**src/rtl/cart_pkg.sv**
```systemverilog
package cart_pkg;
  localparam int CART_AW = 32;
  localparam logic [31:0] CART_LOW_LIMIT = 32'h0000_8000;

  typedef enum logic [1:0] {ST_IDLE, ST_ISSUE, ST_CAPT, ST_READY} cart_state_t;

  // bytes 1..4 of the command, byte 1 most significant
  function automatic logic [31:0] cart_addr_from_bytes(input logic [31:0] b);
    return {b[7:0], b[15:8], b[23:16], b[31:24]};
  endfunction

  // low-area fold used by the secure-area read opcode
  function automatic logic [31:0] cart_fold_low(input logic [31:0] a, input logic en);
    if (en && a < CART_LOW_LIMIT) return CART_LOW_LIMIT | {23'd0, a[8:0]};
    return a;
  endfunction
endpackage

```
**src/rtl/cart_cmd_decode.sv**
```systemverilog
module cart_cmd_decode #(
  parameter int CNT_W = 12
) (
  input  logic [39:0]      cmd,
  output logic [CNT_W-1:0] words,
  output logic             use_rom,
  output logic             fold_en,
  output logic             to_secure,
  output logic [31:0]      fixed_word,
  output logic [31:0]      start_addr
);
  import cart_pkg::*;

  always_comb begin
    words      = '0;
    use_rom    = 1'b0;
    fold_en    = 1'b0;
    to_secure  = 1'b0;
    fixed_word = 32'h0;
    start_addr = 32'h0;
    unique case (cmd[7:0])
      8'h9F: begin words = CNT_W'(12'h800); fixed_word = 32'hFFFF_FFFF; end
      8'h94: words = CNT_W'(8'h80);
      8'hD6: begin words = CNT_W'(1); fixed_word = 32'h0000_0080; end
      8'h00, 8'hB7: begin
        words      = CNT_W'(8'h80);
        use_rom    = 1'b1;
        fold_en    = (cmd[7:0] == 8'hB7);
        start_addr = cart_addr_from_bytes(cmd[39:8]);
      end
      8'h90, 8'hB8: words = CNT_W'(1);
      8'h3C: begin to_secure = 1'b1; fixed_word = 32'hFFFF_FFFF; end
      default: ;
    endcase
  end
endmodule

```
**src/rtl/cart_word_stream.sv**
```systemverilog
module cart_word_stream #(
  parameter int          CNT_W    = 12,
  parameter logic [31:0] ROM_MASK = 32'h00FF_FFFF
) (
  input  logic             clk,
  input  logic             rst_n,
  input  logic             load,
  input  logic [CNT_W-1:0] load_words,
  input  logic [31:0]      load_addr,
  input  logic             load_rom,
  input  logic             load_fold,
  input  logic [31:0]      load_fixed,
  input  logic             pop,
  input  logic [31:0]      rom_rdata,
  output logic             rom_re,
  output logic [31:0]      rom_addr,
  output logic             data_ready,
  output logic [31:0]      rd_word,
  output logic             last_pop,
  output logic             xfer_done
);
  import cart_pkg::*;

  cart_state_t      st;
  logic [CNT_W-1:0] cnt;
  logic [31:0]      addr, word_q, fixed_q, eff_addr;
  logic             rom_q, fold_q;

  assign eff_addr   = cart_fold_low(addr, fold_q);
  assign rom_re     = (st == ST_ISSUE) && rom_q;
  assign rom_addr   = eff_addr & ROM_MASK;
  assign data_ready = (st == ST_READY);
  assign rd_word    = data_ready ? word_q : 32'h0;
  assign last_pop   = data_ready && pop && !load && (cnt == CNT_W'(1));

  always_ff @(posedge clk) begin
    if (!rst_n) begin
      st <= ST_IDLE; cnt <= '0; addr <= '0; word_q <= '0;
      fixed_q <= '0; rom_q <= 1'b0; fold_q <= 1'b0; xfer_done <= 1'b0;
    end else begin
      xfer_done <= last_pop;
      if (load) begin
        cnt     <= load_words;
        addr    <= load_addr;
        rom_q   <= load_rom;
        fold_q  <= load_fold;
        fixed_q <= load_fixed;
        st      <= (load_words != '0) ? ST_ISSUE : ST_IDLE;
      end else begin
        unique case (st)
          ST_ISSUE: begin addr <= eff_addr; st <= ST_CAPT; end
          ST_CAPT:  begin word_q <= rom_q ? rom_rdata : fixed_q; st <= ST_READY; end
          ST_READY: if (pop) begin
            addr <= addr + 32'd4;
            cnt  <= cnt - CNT_W'(1);
            st   <= (cnt == CNT_W'(1)) ? ST_IDLE : ST_ISSUE;
          end
          default: ;
        endcase
      end
    end
  end

  p_ready_has_words_r10: assert property (@(posedge clk) disable iff (!rst_n)
    data_ready |-> cnt != '0);
  p_fetch_not_ready_r10: assert property (@(posedge clk) disable iff (!rst_n)
    rom_re |=> !data_ready);
  p_pop_stalls_r10: assert property (@(posedge clk) disable iff (!rst_n)
    (data_ready && pop && !load) |=> !data_ready);
  p_done_pulse_r11: assert property (@(posedge clk) disable iff (!rst_n)
    xfer_done |=> !xfer_done);
  p_fold_floor_r6: assert property (@(posedge clk) disable iff (!rst_n)
    (rom_re && fold_q) |-> (addr >= CART_LOW_LIMIT || rom_addr == ((CART_LOW_LIMIT | {23'd0, addr[8:0]}) & ROM_MASK)));
endmodule

```
**src/rtl/cart_cmd_responder.sv**
```systemverilog
module cart_cmd_responder #(
  parameter int          CNT_W    = 12,
  parameter logic [31:0] ROM_MASK = 32'h00FF_FFFF
) (
  input  logic        clk,
  input  logic        rst_n,
  input  logic [63:0] cmd_in,
  input  logic        ctl_we,
  input  logic [31:0] ctl_wdata,
  output logic [31:0] ctl_q,
  output logic [63:0] cmd_latched,
  input  logic        rd_en,
  output logic [31:0] rd_data,
  output logic        data_ready,
  output logic        xfer_done,
  output logic        secure_mode,
  output logic        rom_re,
  output logic [31:0] rom_addr,
  input  logic [31:0] rom_rdata
);
  localparam int          START_BIT = 31;
  localparam int          READY_BIT = 23;
  localparam logic [31:0] CTL_KEEP  = ~((32'd1 << START_BIT) | (32'd1 << READY_BIT));

  logic [CNT_W-1:0] dec_words, run_words;
  logic             dec_rom, dec_fold, dec_secure, go, last_pop;
  logic [31:0]      dec_fixed, dec_addr;

  cart_cmd_decode #(.CNT_W(CNT_W)) u_dec (
    .cmd(cmd_in[39:0]), .words(dec_words), .use_rom(dec_rom), .fold_en(dec_fold),
    .to_secure(dec_secure), .fixed_word(dec_fixed), .start_addr(dec_addr)
  );

  assign go        = ctl_wdata[START_BIT] && !secure_mode;
  assign run_words = go ? dec_words : '0;

  cart_word_stream #(.CNT_W(CNT_W), .ROM_MASK(ROM_MASK)) u_stream (
    .clk(clk), .rst_n(rst_n), .load(ctl_we), .load_words(run_words),
    .load_addr(go ? dec_addr : 32'h0), .load_rom(go && dec_rom),
    .load_fold(go && dec_fold), .load_fixed(dec_fixed), .pop(rd_en),
    .rom_rdata(rom_rdata), .rom_re(rom_re), .rom_addr(rom_addr),
    .data_ready(data_ready), .rd_word(rd_data), .last_pop(last_pop),
    .xfer_done(xfer_done)
  );

  always_ff @(posedge clk) begin
    if (!rst_n) begin
      ctl_q <= '0; cmd_latched <= '0; secure_mode <= 1'b0;
    end else if (ctl_we) begin
      if (ctl_wdata[START_BIT]) cmd_latched <= cmd_in;
      if (go && dec_secure) secure_mode <= 1'b1;
      ctl_q <= (run_words == '0) ? (ctl_wdata & CTL_KEEP)
                                 : (ctl_wdata | (32'd1 << READY_BIT));
    end else if (last_pop) begin
      ctl_q[START_BIT] <= 1'b0;
      ctl_q[READY_BIT] <= 1'b0;
    end
  end

  p_stop_write_r1: assert property (@(posedge clk) disable iff (!rst_n)
    (ctl_we && !ctl_wdata[31]) |=> (!data_ready && !ctl_q[31] && !ctl_q[23]));
  p_secure_refuses_r2: assert property (@(posedge clk) disable iff (!rst_n)
    (secure_mode && ctl_we) |=> (!ctl_q[23] && !data_ready));
  p_secure_sticky_r8: assert property (@(posedge clk) disable iff (!rst_n)
    secure_mode |=> secure_mode);
  p_done_clears_r11: assert property (@(posedge clk) disable iff (!rst_n)
    xfer_done |-> (!ctl_q[31] && !ctl_q[23]));
endmodule

```
**config.mk**
```make
export PLATFORM = sky130hd
export DESIGN_NAME = cart_cmd_responder
export DESIGN_NICKNAME = d
export VERILOG_FILES = /design/src/rtl/cart_pkg.sv /design/src/rtl/cart_cmd_decode.sv /design/src/rtl/cart_word_stream.sv /design/src/rtl/cart_cmd_responder.sv
export SDC_FILE = /design/constraint.sdc
export NUM_CORES = 1
export LEC_CHECK = 0
export BUFFER_PORTS_ARGS = -buffer_cell sky130_fd_sc_hd__buf_2
export CORE_UTILIZATION = 50
export CTS_BUF_LIST = sky130_fd_sc_hd__clkbuf_4 sky130_fd_sc_hd__clkbuf_8 sky130_fd_sc_hd__clkbuf_16
export CTS_CLUSTER_SIZE = 30
export DETAILED_ROUTE_END_ITERATION = 6
export PLACE_DENSITY_LB_ADDON = 0.3
export SKIP_CTS_REPAIR_TIMING = 1
export SYNTH_ARGS = -nofsm -noshare
export SYNTH_HDL_FRONTEND = slang
export SYNTH_SLANG_ARGS = --single-unit
```
**constraint.sdc**
```tcl
create_clock -name clk -period 2.4 [get_ports clk]
set_input_delay 0.48 -clock clk [delete_from_list [all_inputs] [get_ports clk]]
set_output_delay 0.48 -clock clk [all_outputs]
set_load 0.03 [all_outputs]
```
== Yosys cells after proc, flatten, opt, wreduce, memory -nomap -nowiden ==
Cells that the tools add are included.
W data, S select, Z words.

* Flip-flop bits (word level): 210
* Bits of input ports: 132
* Word-level logic and storage cells: 88

* Add/subtract/negate cells: 2
* Magnitude comparators: 1
* Equal/unequal tests: 13
* Multiplexer cells: 28
* Bitwise operators: 1
* Reduce and logical (&&, ||, !) cells: 30

{| class="wikitable"
|+ Operator list
! kind !! count
|-
| $mux W32 || 9
|-
| $pmux W32 S2 || 2
|-
| $eq A8 B8 Y1 const B || 6
|-
| $mux W12 || 4
|-
| $pmux W12 S3 || 1
|-
| $add A32 B3 Y32 const B || 1
|-
| $lt A32 B16 Y1 const B || 1
|-
| $eq A12 B1 Y1 const B || 1
|-
| $logic_not A12 Y1 || 1
|-
| $reduce_and A2 Y1 || 6
|-
| $reduce_bool A12 Y1 || 1
|-
| $sub A12 B1 Y12 const B || 1
|-
| $logic_and A1 B1 Y1 || 9
|-
| $mux W1 || 9
|-
| $eq A8 B6 Y1 const B || 1
|-
| $logic_not A8 Y1 || 1
|-
| $pmux W2 S3 || 1
|-
| $reduce_bool A2 Y1 || 3
|-
| $reduce_or A3 Y1 || 2
|-
| $eq A2 B2 Y1 const B || 2
|-
| $mux W2 || 2
|-
| $reduce_bool A4 Y1 || 1
|-
| $reduce_or A2 Y1 || 2
|-
| $ne A3 B2 Y1 const B || 1
|-
| other kinds (6) || 7
|}

== Logic depth before layout (Yosys ltp) ==
* Depth after elaboration: 7
* Depth in mapped cells: 7
* Depth with buffers taken out: 7

== By module ==
From an unflattened synthesis, not the netlist that was laid out.

* Cells, all modules: 1,244
* Area total of the unflattened synthesis: 10,736.5 um^2

{| class="wikitable"
|+ By module, submodules not included
! module !! times used !! cells an instance !! area an instance (um^2)
|-
| cart_word_stream || 1 || 696 || 5,915.7
|-
| cart_cmd_responder || 1 || 445 || 3,947.5
|-
| cart_cmd_decode || 1 || 103 || 873.3
|}

== Least setup slack after synthesis ==
OpenSTA, ideal clock, no wires.

* Kind: register to output
* Start point: register u_stream.addr[23]
* End point: output port rom_addr[15]
* Arrival: 1.821 ns
* Required time: 1.920 ns
* Setup slack: 0.099 ns
* Stages on the path, launching flop included: 5
* Cells stage by stage: dfxtp_1 > or4b_2 > nor3_1 > and2_1 > or2_2

* Longest elaborated chain between the ends: 4

{| class="wikitable"
|+ RTL lines
! element !! RTL line !! text
|-
| start, declared || cart_word_stream.sv:26 || <nowiki>logic [31:0] addr, word_q, fixed_q, eff_addr;</nowiki>
|-
| start signal, assigned || cart_word_stream.sv:44 || <nowiki>addr <= load_addr;</nowiki>
|-
| start signal, assigned || cart_word_stream.sv:54 || <nowiki>addr <= addr + 32'd4;</nowiki>
|-
| $lt A32 B16 Y1 || cart_pkg.sv:14 || <nowiki>if (en && a < CART_LOW_LIMIT) return CART_LOW_LIMIT | {23'd0, a[8:0]};</nowiki>
|-
| $logic_and A1 B1 Y1 || cart_pkg.sv:14 ||
|-
| $mux W1 || cart_pkg.sv:14 ||
|-
| $mux W32 || cart_pkg.sv:15 || <nowiki>return a;</nowiki>
|-
| end, declared || cart_cmd_responder.sv:18 || <nowiki>output logic [31:0] rom_addr,</nowiki>
|}

No other way between the ends. The select of a mux whose other input is x is not followed.

== Worst setup path after layout ==
* Start point: register u_stream.addr[23]
* End point: output port rom_addr[14]

Same word-level chain as after synthesis.

==> reports/metrics.yaml <==
outcome: "finished, violations left"
violations: "setup timing"
ys_ff_latch: 180
cts_tree: "done"
setup_viol: 6
ff2ff_path_depth: 7
crit_chain: "or4b_4 -> nor3_4 -> and2_4 -> buf_6 -> nor2b_1 -> buf_4"
reg2reg_from: "u_stream.addr[2]$_SDFFE_PN0P_"
wl_mm: 23.5
syn_area_per_cell_um2: 8.07
worst_setup_path_end_kind: "output port"
start_util_pct: 52.0
crit_required_ns: 1.92
die_x_um: 129
crit_path_start: "u_stream.addr[23]$_SDFFE_PN0P_"
ys_seq_area_share_pct: 44.9
drc: 0
maxSlewHeadroom_pct: 54.0
cts_max_path_buffers: 2
hpwlAfterDp_mm: 16.7
crit_path_max_fanout: 6
via_per_inst: 5.48
worst_slack_ns: -0.0866
crit_buf_inv: 2
tightest_slew_ns: 0.682
syn_inst: 993
grt_pass1_vias: 7427
stdcell_count: 1473
path_class: "reg -> out"
cap_violations: 0
core_um2: 15400
rows: 45
arrival_ns: 2.01
port_buffers: 286
cts_made_buffers: 17
clock-sinks: 180
slowest_stage: "or4b_4"
final-hold-violation-count: 0
fin_setup_tns_ns: -0.436
synth_area_um2: 8020
hold_end: "cmd_latched[40]$_SDFFE_PN0P_"
async_reset_ff_share_pct: 0
hold_path.startpoint: "cmd_in[40]"
drtIter0Drc: 562
dieArea_um2: 16500
postLayoutCoreUtil_pct: 66.7
drive_gt1_share_pct: 30.1
synth_top_family_by_area: "simple AND/OR/NAND/NOR gates"
r2r_end: "u_stream.addr[24]$_SDFFE_PN0P_"
htreeDepth: 4
die_h_um: 129
powerDensity_nw_per_um2: 633
antenna_found_initial: 1
placed_cells: 1438
place.gp.congestion: 0.941
synthSimpleGateAreaFrac_pct: 23.3
synth_compound_area_share_pct: 19.1
rrSetupSlack_ns: 0.37
pre_cts_ws_ns: -0.121
skew_ns: 0.00578
peakVddDrop_mv: 0.497
area_growth_pct: 28.4
num_vias: 8075
final_nets: 1383
first_pass_iters: 5
cp-start-kind: "flip-flop"
min_path_type: "in -> reg"
p_total_mw: 6.52
overflow: 0
max_freq_ghz: 0.402
synth.area.mux_share_pct: 4.00
clock_latency_ns: 0.43
grt_setup_unrepaired: "yes"
min_period_ns: 2.49
report.final.slew_viol_count: 0
yosys_most_used_dff: "dfxtp_1"
cp_top_family: "simple AND/OR/NAND/NOR gates"
grt_util_all_layers_pct: 28.3
routedWlPerCell_um: 16.0
synth.distinct_cells: 64
clk_pin_slew_ns: 0.07
ant_nets: 0
grt_max_degree: 69
grt_pass1_wl_mm: 37.0
fin_crit_sh_pct: 104
leakage_nw: 4.69
synthXorXnorAreaFrac_pct: 1.97
synthAdderAreaFrac_pct: 0.468
yosysWarningCount: 0
ios: 296
clock-root-buffer: "clkbuf_16"
hold_depth: 3
max_stage_delay_ns: 0.54
synth-edff-count: 0
[metrics by stage]
| step | hold slack (ns) | area (um^2) |
|---|---|---|
| finish | 0.279 | 10300 |
| global route | 0.273 | 10300 |
| CTS | 0.264 | 10200 |
| detailed placement | 0.443 | 9660 |
| global placement | 0.438 | 9660 |
| floorplan | 0.442 | 8040 |
[cells by family (layout without fill, tap and decap cells)]
kind of cell | after synthesis | after routing
xor gates and xnor gates | 18 | 18
buffers and inverters | 112 | 373
other | 1 | 9
AOI/OAI and AO/OA | 247 | 247
muxes | 32 | 32
DFF | 180 | 180
and+or+nand+nor | 400 | 400
adders and majority gates | 3 | 3
[state kept, by name (all words and copies together), names as in the netlist]
register and flops:
cmd_latched 64, u_stream.rom_q 1, u_stream.fixed_q 2, ctl_q 32
u_stream.fold_q 1, u_stream.st 2, u_stream.addr 32, secure_mode 1
u_stream.xfer_done 1, u_stream.cnt 12, u_stream.word_q 32
[worst min-delay path, delay by kind of cell]
family	cells	cell delay (ns)
buf+inv	1	0.09
simple gates	1	0.04
compound gates	1	0.05
[layer usage]
layer  wire length (um)  GRT usage, %
met1               9850          36.0
met2              11100          45.5
met3               2170          7.98
met4                431          10.7
met5                  0             0
[power breakdown]
part / internal, mW / switching (mW) / leakage, nW
clock: 1.38 / 1.28 / 0.278
sequential: 3.07 / 0.0485 / 1.47
combinational: 0.253 / 0.489 / 2.94
[placed cells by master, fill, tap and decap left out, drive strengths merged, types with 3 or more instances in the layout]
master and n:
a211oi 34, a21oi 122, a22o 6, a22oi 7, a31oi 10, a32oi 7, and2 5, and3 44
and4 7, buf 327, clkbuf 17, clkinv 7, conb 8, dfxtp 180, ha 3, inv 21
mux2i 32, nand2 158, nand3 14, nand4 16, nor2 103, nor2b 10, nor3 16, nor4 8
o211ai 5, o21ai 24, o22ai 6, o311ai 3, or2 3, or4 4, xnor2 11, xor2 7
[worst max path at each step]
stage	endpoint	cells after the start	slack (ns)
floorplan	rom_addr[15]	4	0.1
global placement	u_stream.addr[30]$_SDFFE_PN0P_	7	-0.08
detailed placement	u_stream.addr[30]$_SDFFE_PN0P_	7	-0.12
CTS	rom_addr[13]	6	-0.34
global route	rom_addr[14]	6	-0.13
finish	rom_addr[14]	6	-0.09
[cell usage after synthesis (3+ instances only)]
cell type	n	share of area, %
a211oi_1	34	3.2
a21oi_1	122	7.6
a22o_1	6	0.66
a22oi_1	7	0.66
a31oi_1	10	0.78
a32oi_1	7	0.76
and2_1	5	0.39
and3_1	44	3.4
and4_1	7	0.76
buf_1	5	0.23
buf_4	18	1.7
clkbuf_1	73	3.4
dfxtp_1	180	45
ha_1	3	0.47
inv_1	12	0.56
mux2i_1	32	4.0
nand2_1	158	7.4
nand3_1	14	0.87
nand4_1	16	1.2
nor2_1	103	4.8
nor2b_1	10	0.78
nor3_1	15	0.94
nor4_1	8	0.62
o211ai_1	5	0.47
o21ai_0	23	1.4
o22ai_1	6	0.47
o311ai_0	3	0.33
or2_2	3	0.23
or4_1	3	0.28
xnor2_1	11	1.2
xor2_1	7	0.76
[layout make-up]
class / instances / area (um^2)
diodes: 1 / 2.50
clock buffers: 17 / 425
clock inverters: 15 / 139
fillers: 1382 / 5130
inverters: 14 / 55.1
multi-input cells: 708 / 3970
flip-flops and latches: 180 / 3610
well taps: 211 / 264
repair buffers: 327 / 1830
Power figures use the tool's default switching activity.
